`config.mk`:
```
export PLATFORM = sky130hd
export DESIGN_NAME = lns_svm_classifier
export DESIGN_NICKNAME = d
export VERILOG_FILES = /design/src/rtl/lns_svm_pkg.sv /design/src/rtl/lns_mul.sv /design/src/rtl/lns_add.sv /design/src/rtl/lns_svm_store.sv /design/src/rtl/lns_svm_classifier.sv
export SDC_FILE = /design/constraint.sdc
export NUM_CORES = 2
export LEC_CHECK = 0
export BUFFER_PORTS_ARGS = -buffer_cell sky130_fd_sc_hd__buf_4
export CORE_ASPECT_RATIO = 1.5
export CORE_MARGIN = 2
export CORE_UTILIZATION = 53
export CTS_BUF_LIST = sky130_fd_sc_hd__clkbuf_8 sky130_fd_sc_hd__clkbuf_16
export DETAILED_ROUTE_END_ITERATION = 12
export HOLD_SLACK_MARGIN = 0.03
export PLACE_DENSITY = 0.7
export SLEW_MARGIN = 40
export SYNTH_ARGS = -nofsm -noshare
export SYNTH_HDL_FRONTEND = slang
export SYNTH_HIERARCHICAL = 1
export SYNTH_SLANG_ARGS = --single-unit
export TNS_END_PERCENT = 20
```
`constraint.sdc`:
```
create_clock -name clk -period 54.3 [get_ports clk]
set_clock_uncertainty 0.15 [all_clocks]
set_input_delay 8.145 -clock clk [delete_from_list [all_inputs] [get_ports clk]]
set_output_delay 8.145 -clock clk [all_outputs]
set_load 0.02 [all_outputs]
```
`src/rtl/lns_svm_pkg.sv`:
```
package lns_svm_pkg;

    localparam int LOG_W  = 10;
    localparam int FRAC_W = 4;
    localparam int LIN_P  = 12;
    localparam int WORD_W = LOG_W + 2;

    localparam int LG_MAX = (2 ** (LOG_W - 1)) - 1;
    localparam int LG_MIN = -(2 ** (LOG_W - 1));

    typedef struct packed {
        logic                    zero;
        logic                    neg;
        logic signed [LOG_W-1:0] lg;
    } lns_t;

    localparam lns_t LNS_ZERO = '{zero: 1'b1, neg: 1'b0, lg: '0};

    typedef enum logic [1:0] {
        SEL_TEST = 2'd0,
        SEL_SV   = 2'd1,
        SEL_COEF = 2'd2,
        SEL_BIAS = 2'd3
    } ld_sel_e;

    typedef enum logic [1:0] {
        ST_IDLE = 2'd0,
        ST_DOT  = 2'd1,
        ST_ACC  = 2'd2
    } st_e;

    function automatic logic signed [LOG_W-1:0] lg_sat(input int x);
        int c;
        c = x;
        if (c > LG_MAX) c = LG_MAX;
        if (c < LG_MIN) c = LG_MIN;
        return LOG_W'(c);
    endfunction

endpackage

```
`src/rtl/lns_mul.sv`:
```
module lns_mul
    import lns_svm_pkg::*;
(
    input  logic clk,
    input  logic rst,
    input  lns_t a,
    input  lns_t b,
    output lns_t p
);

    always_comb begin
        if (a.zero || b.zero) begin
            p = LNS_ZERO;
        end else begin
            p.zero = 1'b0;
            p.neg  = a.neg ^ b.neg;
            p.lg   = lg_sat(int'(a.lg) + int'(b.lg));
        end
    end

    AST_MUL_ZERO: assert property (@(posedge clk) disable iff (rst) (a.zero || b.zero) |-> p.zero);
    AST_NO_OVERFLOW: assert property (@(posedge clk) disable iff (rst) (!a.zero && !b.zero && a.lg > 0 && b.lg > 0) |-> (p.lg >= a.lg && p.lg >= b.lg));

endmodule

```
`src/rtl/lns_add.sv`:
```
module lns_add
    import lns_svm_pkg::*;
(
    input  logic clk,
    input  logic rst,
    input  lns_t a,
    input  lns_t b,
    output lns_t s
);

    localparam logic [LIN_P:0] LIN_ONE = (LIN_P + 1)'(1) << LIN_P;
    localparam int             K_W     = LOG_W + 1 - FRAC_W;

    lns_t            big, sml;
    logic [LOG_W:0]  diff;
    logic [K_W-1:0]  k;
    logic [FRAC_W-1:0] f;
    logic [LIN_P:0]  mant, u, v;
    logic [FRAC_W-1:0] vfrac;
    int              p;
    int              res;

    // order operands by log magnitude
    always_comb begin
        if (a.lg >= b.lg) begin
            big = a;
            sml = b;
        end else begin
            big = b;
            sml = a;
        end
        diff = (LOG_W + 1)'({big.lg[LOG_W-1], big.lg} - {sml.lg[LOG_W-1], sml.lg});
        k    = diff[LOG_W:FRAC_W];
        f    = diff[FRAC_W-1:0];
    end

    // u = 2^-diff, piecewise-linear antilog in LIN_P fraction bits
    always_comb begin
        mant = LIN_ONE - ((LIN_P + 1)'(f) << (LIN_P - FRAC_W - 1));
        if (int'(k) > LIN_P) u = '0;
        else                 u = mant >> k;
        v = LIN_ONE - u;
    end

    // log2(v) by leading-one position and linear mantissa
    always_comb begin
        p = 0;
        for (int i = 0; i <= LIN_P; i++) begin
            if (v[i]) p = i;
        end
        vfrac = FRAC_W'(((int'(v) - (1 << p)) << (LIN_P - p)) >> (LIN_P - FRAC_W));
    end

    always_comb begin
        res = 0;
        s   = LNS_ZERO;
        if (a.zero) begin
            s = b;
        end else if (b.zero) begin
            s = a;
        end else if (a.neg == b.neg) begin
            res    = int'(big.lg) + int'(u[LIN_P:LIN_P-FRAC_W]);
            s.zero = 1'b0;
            s.neg  = big.neg;
            s.lg   = lg_sat(res);
        end else if (v == '0) begin
            s = LNS_ZERO;
        end else begin
            res    = int'(big.lg) + (p - LIN_P) * (2 ** FRAC_W) + int'(vfrac);
            s.zero = 1'b0;
            s.neg  = big.neg;
            s.lg   = lg_sat(res);
        end
    end

    AST_SAME_SIGN_GROWS: assert property (@(posedge clk) disable iff (rst) (!a.zero && !b.zero && a.neg == b.neg) |-> (!s.zero && s.neg == a.neg && s.lg >= a.lg && s.lg >= b.lg));
    AST_CANCEL_ZERO: assert property (@(posedge clk) disable iff (rst) (!a.zero && !b.zero && a.neg != b.neg && a.lg == b.lg) |-> s.zero);
    AST_DIFF_SHRINKS: assert property (@(posedge clk) disable iff (rst) (!a.zero && !b.zero && a.neg != b.neg && !s.zero) |-> (s.lg <= a.lg || s.lg <= b.lg));

endmodule

```
`src/rtl/lns_svm_store.sv`:
```
module lns_svm_store
    import lns_svm_pkg::*;
#(
    parameter int NSV  = 8,
    parameter int NATT = 16,
    parameter int SV_IW = (NSV > 1) ? $clog2(NSV) : 1,
    parameter int AT_IW = (NATT > 1) ? $clog2(NATT) : 1
) (
    input  logic             clk,
    input  logic             rst,
    input  logic             wr_en,
    input  logic             busy,
    input  logic [1:0]       wr_sel,
    input  logic [SV_IW-1:0] wr_sv,
    input  logic [AT_IW-1:0] wr_att,
    input  lns_t             wr_word,
    input  logic [SV_IW-1:0] rd_sv,
    input  logic [AT_IW-1:0] rd_att,
    output lns_t             sv_o,
    output lns_t             test_o,
    output lns_t             coef_o,
    output lns_t             bias_o
);

    lns_t [NATT-1:0]           test_q;
    lns_t [NSV-1:0][NATT-1:0]  sv_q;
    lns_t [NSV-1:0]            coef_q;
    lns_t                      bias_q;

    logic sv_ok, att_ok;
    assign sv_ok  = int'(wr_sv)  < NSV;
    assign att_ok = int'(wr_att) < NATT;

    always_ff @(posedge clk) begin
        if (rst) begin
            test_q <= {NATT{LNS_ZERO}};
            sv_q   <= {(NSV * NATT){LNS_ZERO}};
            coef_q <= {NSV{LNS_ZERO}};
            bias_q <= LNS_ZERO;
        end else if (wr_en && !busy) begin
            case (ld_sel_e'(wr_sel))
                SEL_TEST: if (att_ok)          test_q[wr_att]       <= wr_word;
                SEL_SV:   if (att_ok && sv_ok) sv_q[wr_sv][wr_att]  <= wr_word;
                SEL_COEF: if (sv_ok)           coef_q[wr_sv]        <= wr_word;
                default:                       bias_q               <= wr_word;
            endcase
        end
    end

    assign sv_o   = sv_q[rd_sv][rd_att];
    assign test_o = test_q[rd_att];
    assign coef_o = coef_q[rd_sv];
    assign bias_o = bias_q;

    AST_LOAD_BUSY_HOLD: assert property (@(posedge clk) disable iff (rst) busy |=> ($stable(test_q) && $stable(sv_q) && $stable(coef_q) && $stable(bias_q)));

endmodule

```
`src/rtl/lns_svm_classifier.sv`:
```
module lns_svm_classifier
    import lns_svm_pkg::*;
#(
    parameter int NSV  = 8,
    parameter int NATT = 16,
    parameter int SV_IW = (NSV > 1) ? $clog2(NSV) : 1,
    parameter int AT_IW = (NATT > 1) ? $clog2(NATT) : 1
) (
    input  logic              clk,
    input  logic              rst,
    input  logic              ld_en,
    input  logic [1:0]        ld_sel,
    input  logic [SV_IW-1:0]  ld_sv,
    input  logic [AT_IW-1:0]  ld_att,
    input  logic [WORD_W-1:0] ld_word,
    input  logic              start,
    output logic              done,
    output logic              cls_pos
);

    localparam int RUN_CYC = NSV * (NATT + 1);
    localparam int CNT_W   = $clog2(RUN_CYC + 2);

    st_e              st_q;
    logic [SV_IW-1:0] sv_idx_q;
    logic [AT_IW-1:0] att_idx_q;
    lns_t             dot_q, tot_q;
    logic             done_q, cls_q;
    logic             busy;

    lns_t sv_w, t_w, coef_w, bias_w;
    lns_t p_dot, p_acc, dot_n, tot_n;

    assign busy = (st_q != ST_IDLE);

    lns_svm_store #(.NSV(NSV), .NATT(NATT), .SV_IW(SV_IW), .AT_IW(AT_IW)) i_store (
        .clk(clk), .rst(rst), .wr_en(ld_en), .busy(busy), .wr_sel(ld_sel),
        .wr_sv(ld_sv), .wr_att(ld_att), .wr_word(lns_t'(ld_word)),
        .rd_sv(sv_idx_q), .rd_att(att_idx_q),
        .sv_o(sv_w), .test_o(t_w), .coef_o(coef_w), .bias_o(bias_w)
    );

    // kernel path: attribute product into the dot product
    lns_mul i_mul_dot (.clk(clk), .rst(rst), .a(sv_w),   .b(t_w),   .p(p_dot));
    lns_add i_add_dot (.clk(clk), .rst(rst), .a(dot_q),  .b(p_dot), .s(dot_n));
    // weighting path: weighted kernel into the running total
    lns_mul i_mul_acc (.clk(clk), .rst(rst), .a(coef_w), .b(dot_q), .p(p_acc));
    lns_add i_add_acc (.clk(clk), .rst(rst), .a(tot_q),  .b(p_acc), .s(tot_n));

    always_ff @(posedge clk) begin
        if (rst) begin
            st_q      <= ST_IDLE;
            sv_idx_q  <= '0;
            att_idx_q <= '0;
            dot_q     <= LNS_ZERO;
            tot_q     <= LNS_ZERO;
            done_q    <= 1'b0;
            cls_q     <= 1'b0;
        end else begin
            done_q <= 1'b0;
            case (st_q)
                ST_IDLE: begin
                    if (start) begin
                        st_q      <= ST_DOT;
                        sv_idx_q  <= '0;
                        att_idx_q <= '0;
                        dot_q     <= LNS_ZERO;
                        tot_q     <= bias_w;
                    end
                end
                ST_DOT: begin
                    dot_q <= dot_n;
                    if (att_idx_q == AT_IW'(NATT - 1)) st_q <= ST_ACC;
                    else                               att_idx_q <= att_idx_q + 1'b1;
                end
                default: begin
                    tot_q <= tot_n;
                    if (sv_idx_q == SV_IW'(NSV - 1)) begin
                        st_q   <= ST_IDLE;
                        done_q <= 1'b1;
                        cls_q  <= tot_n.zero | ~tot_n.neg;
                    end else begin
                        st_q      <= ST_DOT;
                        sv_idx_q  <= sv_idx_q + 1'b1;
                        att_idx_q <= '0;
                        dot_q     <= LNS_ZERO;
                    end
                end
            endcase
        end
    end

    assign done    = done_q;
    assign cls_pos = cls_q;

    // run-length checker
    logic [CNT_W-1:0] chk_cnt;
    always_ff @(posedge clk) begin
        if (rst)                      chk_cnt <= '0;
        else if (!busy && start)      chk_cnt <= '0;
        else if (busy)                chk_cnt <= chk_cnt + 1'b1;
    end

    AST_DONE_PULSE: assert property (@(posedge clk) disable iff (rst) done |=> !done);
    AST_RUN_LENGTH: assert property (@(posedge clk) disable iff (rst) done |-> (chk_cnt == CNT_W'(RUN_CYC)));
    AST_CLASS_HOLD: assert property (@(posedge clk) disable iff (rst) !done |-> $stable(cls_pos));
    AST_NO_RESTART: assert property (@(posedge clk) disable iff (rst) busy |=> (sv_idx_q >= $past(sv_idx_q)));

endmodule

```
After elaboration in Yosys (flattened, before gate mapping)

Cells that the tools add are included.

Reductions and logical operators: 26
Bitwise gates (word level): 7
Equality and inequality tests: 14
Shift-type cells: 6
Magnitude comparators: 22
Muxes and demuxes: 102
$add $sub $neg: 22

Operators by type and width:

| cell                                                             | number |
|---|---|
| bitwise mux 1536 bit                                             | 1 |
| 2-to-1 mux 32 bit                                                | 22 |
| binary-select mux 192 bit (select 3 bit)                         | 1 |
| demux 192 bit (select 3 bit)                                     | 1 |
| 2-to-1 mux 192 bit                                               | 2 |
| 2-to-1 mux 12 bit                                                | 18 |
| bitwise mux 192 bit                                              | 1 |
| greater-than comparator 32 x 10 -> 1 bit (second input constant) | 6 |
| < comparator 32 x 10 -> 1 bit (second input constant)            | 6 |
| binary-select mux 12 bit (select 4 bit)                          | 2 |
| bitwise mux 96 bit                                               | 1 |
| 2-to-1 mux 10 bit                                                | 8 |
| adder 32 x 5 -> 32 bit                                           | 2 |
| << shifter 1 x 4 -> 32 bit (first input constant)                | 2 |
| << shifter 32 x 32 -> 12 bit                                     | 2 |
| subtractor 14 x 32 -> 32 bit                                     | 2 |
| 2-to-1 mux 4 bit                                                 | 13 |
| demux 12 bit (select 4 bit)                                      | 1 |
| case mux 12 bit (2 select lines)                                 | 2 |
| binary-select mux 12 bit (select 3 bit)                          | 1 |
| demux 12 bit (select 3 bit)                                      | 1 |
| 2-to-1 mux 3 bit                                                 | 10 |
| logical NOT 13 bit                                               | 2 |
| 2-to-1 mux 13 bit                                                | 2 |
| other kinds (44)                                                 | 90 |

Flip-flop bits (word level): 1871
Word-level logic and storage cells: 669
Output and inout bits: 2
Bits of input ports: 25

Longest topological paths before layout

Depth after elaboration: 47
Gate-level depth with buffers: 89
Mapped depth without buffers: 81

Hierarchy

Netlist, hierarchy kept.

By module, submodules not included:

| module             | cells each | area each (um^2) | times used | sequential area each (um^2) |
|---|---|---|---|---|
| lns_svm_store      | 7290       | 79441.2          | 1          | 36755.3 |
| lns_add            | 751        | 5131.2           | 2          | 0.0 |
| lns_svm_classifier | 155        | 1481.4           | 1          | 700.7 |
| lns_mul            | 78         | 700.7            | 2          | 0.0 |

Worst setup path before layout

Ideal clock, no wire load.

Kind: register to register
Start point: reg sv_idx_q[0]
End point: reg dot_q[1] (netlist bit)
Data arrival time: 17102 ps
Data required time: 54091 ps
Slack: 36989 ps
Clock period less this slack: 17311 ps
Stages on the path, launching flop included: 85
Setup time: 59 ps
Path buffers: 9
Path through: dfxtp_1 clkbuf_1 buf_2 buf_1 mux4_2 mux4_2 mux4_2 mux2_2 ha_1 fa_1 a21o_1 a2111oi_4 o21ai_2 mux2i_4 o31ai_1 inv_1 ha_1 buf_2 [49 not listed] a21o_1 a21oi_1 o21bai_1 a21o_1 a31oi_1 o311ai_0 or2_2 a21o_1 fa_1 and4b_1 nand4b_1 nor4_1 o21ai_0 or3b_1 o31ai_2 o21ai_0 a31oi_1 a22o_1

RTL lines:

| what                     | RTL line                 | source |
|---|---|---|
| start: declaration       | lns_svm_classifier.sv:25 | `logic [SV_IW-1:0] sv_idx_q;` |
| start signal: assignment | lns_svm_classifier.sv:84 | `sv_idx_q <= sv_idx_q + 1'b1;` |
| end signal: assignment   | lns_svm_classifier.sv:72 | `dot_q <= dot_n;` |
| end: declaration         | lns_svm_classifier.sv:27 | `lns_t dot_q, tot_q;` |

==> key figures <==
Global routing
  – Initial antenna violation count: 11
  – GRT Residual Overflow: 0
  – Vias in the first global route: ~70000
  – First-pass GRT wire length: between 400000 and 500000 microns
  – Total global-route track usage: between 20% and 30%
  – Largest net degree at the start of global routing: 190

Critical path
  – Crit-path max cell delay: around 740 ps
  – WP data required: 54890 ps
  – FF-to-FF path depth: 76
  – Critical path type: reg2reg
  – CP bufs+invs: 8
  – Cell family with the largest share of critical-path delay: compound AO/OA/AOI/OAI gates
  – Top cell by count, worst path: ha_1
  – R2R Setup Slk: 32550 ps
  – Crit. End Element: flop
  – Maximum fanout along the worst path: 83
  – Arr. time, crit path: 22330 ps
  – Critical path depth: 76
  – Crit start category: flop
  – CP max stage cell: buf_4

Route
  – Drt wl/cell: 24.06 microns
  – Routed vias/inst: around 6.2
  – Final wirelength: ~270000 microns
  – Antenna Nets Post-Route: 0
  – DRC violations left: 0
  – First-pass DRT Iterations: 8
  – First DRT Iteration DRCs: 5712
  – Via count: between 60000 and 70000

Die
  – Die H: about 520 microns
  – Die ar.: ~180000 sq um
  – Placeable Area: 173400 sq um
  – Die extent in x: between 300 and 400 microns
  – Initial Util: 53.40%
  – Cell row count: 187
  – IO Count: 27

Final layout
  – Layout cells sized above 1: 15.56%
  – Layout Nets: around 9000
  – Layout area overhead: 8.854%

Yosys
  – EDFF count, synth: 0
  – Cell taking the most area after synthesis: dfxtp_1
  – Synth Area in Simple Gates: a little over an eighth
  – Syn Area/Cell: around 10 sq um
  – Ys flop type: dfxtp_1
  – Yosys warns: 6
  – Sequential cell area fraction in the yosys report: ~40%
  – Top-area cell type share of the netlist area: around two fifths
  – Yosys reg bits: between 1500 and 2000
  – Commonest cells post-synth: dfxtp_1 (1871), nor2_1 (1738), mux2i_1 (1534), clkbuf_1 (601), mux4_2 (592)
  – Synth top area cells: dfxtp_1 (40%), mux2i_1 (17%), mux4_2 (14%), nor2_1 (7.0%), clkbuf_1 (2.4%)
  – Cell variety after synth: about 120
  – Post-Synth XOR/XNOR Area: less than 1%
  – Compound-Gate Fraction of Synth Area: between 7 and 8%
  – Count leader, synth: dfxtp_1
  – Syn Nets: around 9300
  – FFs w/ async S/R, synth: 0%
  – Cell count after synthesis: approximately 9100
  – Main combinational cell family by area after synthesis: multiplexers
  – Post-synthesis mux area share: a little under a third
  – Adder-Cell Fraction of Synth Area: under 10%
  – Post-synthesis instance area: approximately 93000 sq um

Place
  – Buffers on Ports: 26
  – GP Congestion: 0.9422
  – DP Wirelength: 173700 microns

Pwr
  – P_sw: ~0.0009 W
  – Power Total: around 0.0032 W
  – PwrDens: about 31 nW/um^2
  – Logic pwr share: between 10% and 20%
  – Leakage: approximately 43 nW
  – Worst-case vdd ir drop: 0.03415 mV
  – Clock network fraction of total power: 39.0%
  – Seq pwr share: between 40% and 50%
  – Cell-internal power: 0.002263 W
  – Sw frac: approximately 28%

Timing
  – Final setup fails: 0
  – Max Slew Vio Count: 0
  – Slew HR: between 40% and 50%
  – Final hold vios: 0
  – Hold_ws: about 300 ps
  – Worst-margin pin slew: ~890 ps
  – Fin crit period: 21750 ps
  – RSZ-0062 raised after global routing: false
  – Maximum clock rate: around 46 MHz
  – Sum Neg Setup Slack: 0 ps
  – Period utilisation layout: ~40%

Clock network
  – Clock sinks: 1871
  – CTS tree: built
  – Clock-pin transition on the worst setup and hold timing paths: 70 ps
  – Clock Tree Buf Depth: 3
  – # H-tree levels: 4
  – Post-CTS sizing: 0
  – Clk root buf: clkbuf_16
  – Cts hold-fix bufs: 0
  – Postcts setup bufs: 0
  – Worst-skew pair later-pin latency: 840 ps
  – CTS Buf Count: about 170

Hold path
  – Hold depth: 2
  – Hold Crit Class: reg2reg

Run status
  – Status: complete, no violations

Flow run
  – Max-cap violations: 0
==> tightest hold or removal path: stages, from the launching register on <==
cell	delay, ps
dfxtp_1	310
nand2_1	50
a21oi_1	50
==> power groups by stage <==
| stage | clock [W] | combinational (W) | sequential, W |
|---|---|---|---|
| 5_1_grt | 0.00130 | 0.000597 | 0.00138 |
| 3_5_place_dp | 0 | 0.000537 | 0.00141 |
| 3_3_place_gp | 0 | 0.000522 | 0.00141 |
| 4_1_cts | 0.00125 | 0.000540 | 0.00138 |
| 2_1_floorplan | 0 | 0.000411 | 0.00141 |
| 6_report | 0.00123 | 0.000552 | 0.00138 |
==> worst paths after layout <==
| check | startpoint | end |
|---|---|---|
| worst min-delay path | i_store/sv_q[1308] | i_store/sv_q[1308] |
| worst max-delay path | sv_idx_q[2] | dot_q[7] |
| worst max register to register | sv_idx_q[2] | dot_q[7] |
| worst min register to register | i_store/sv_q[1308] | i_store/sv_q[1308] |
==> cells in the final DEF (no fill, tap or decap), types with 17 or more instances in the layout <==
cell type / netlist / final
a211o_1: 156 / 156
a21o_1: 41 / 41
a21oi_1: 336 / 334
a22o_1: 17 / 17
a31oi_1: 43 / 43
and3_1: 19 / 19
buf_4: 4 / 204
buf_6: 4 / 34
clkbuf_16: 0 / 169
clkbuf_8: 0 / 42
clkinv_2: 0 / 23
dfxtp_1: 1871 / 1862
fa_1: 22 / 22
ha_1: 113 / 111
inv_1: 112 / 152
mux2_2: 35 / 35
mux2i_1: 1534 / 1533
mux4_2: 592 / 592
nand2_1: 566 / 564
nand2b_1: 30 / 30
nand3_1: 65 / 53
nand4_1: 122 / 122
nor2_1: 1738 / 1727
nor2b_1: 67 / 63
nor3_1: 62 / 57
nor4_2: 0 / 34
o211ai_1: 18 / 18
o21ai_0: 106 / 105
o21ai_1: 36 / 37
o31ai_1: 26 / 23
or3_1: 21 / 21
xnor2_1: 51 / 51
xor2_1: 38 / 37
==> sequential cells by signal (all words and copies together) (netlist names) <==
register,cells
att_idx_q,4
cls_pos,1
done,1
dot_q,12
i_store/bias_o,12
i_store/coef_q,96
i_store/sv_q,1536
i_store/test_q,192
st_q,2
sv_idx_q,3
tot_q,12
==> through the flow <==
step                setup WS, ps  cells  instance area (sq um)  utilization, %
floorplan                  36990   9103                  92590               -
global placement           32560  10729                  94140           54.30
detailed placement         32690  10782                  94880           54.73
CTS                        32550  11088                 100600           58.05
global route               31050  11098                 100800           58.13
finish                     32550  11101                 100800           58.13
==> area by class of cell <==
cell class	count	area, sq um
Fill cell	14268	72590
Multi-Input combinational cell	6269	51890
Sequential cell	1871	37480
Tap cell	2268	2838
Antenna cell	10	25.02
Clock buffer	210	4793
Timing Repair Buffer	258	2346
Inverter	119	449.2
Clock inverter	96	967.2
==> logic make-up after synthesis <==
group           after synthesis
other cells                   2
buf+inv                     963
mux                        2167
fa+ha+maj                   135
compound gates              991
flops                      1871
xor+xnor                     91
simple gates               2883
==> layer usage <==
| metal | global-route usage [%] | routed length [microns] |
|---|---|---|
| met3 | 4.009 | 14630 |
| met1 | 33.57 | 100500 |
| met5 | 0 | 53 |
| met4 | 19.85 | 19580 |
| met2 | 51.39 | 132300 |
(Power assumes the default switching activity.)
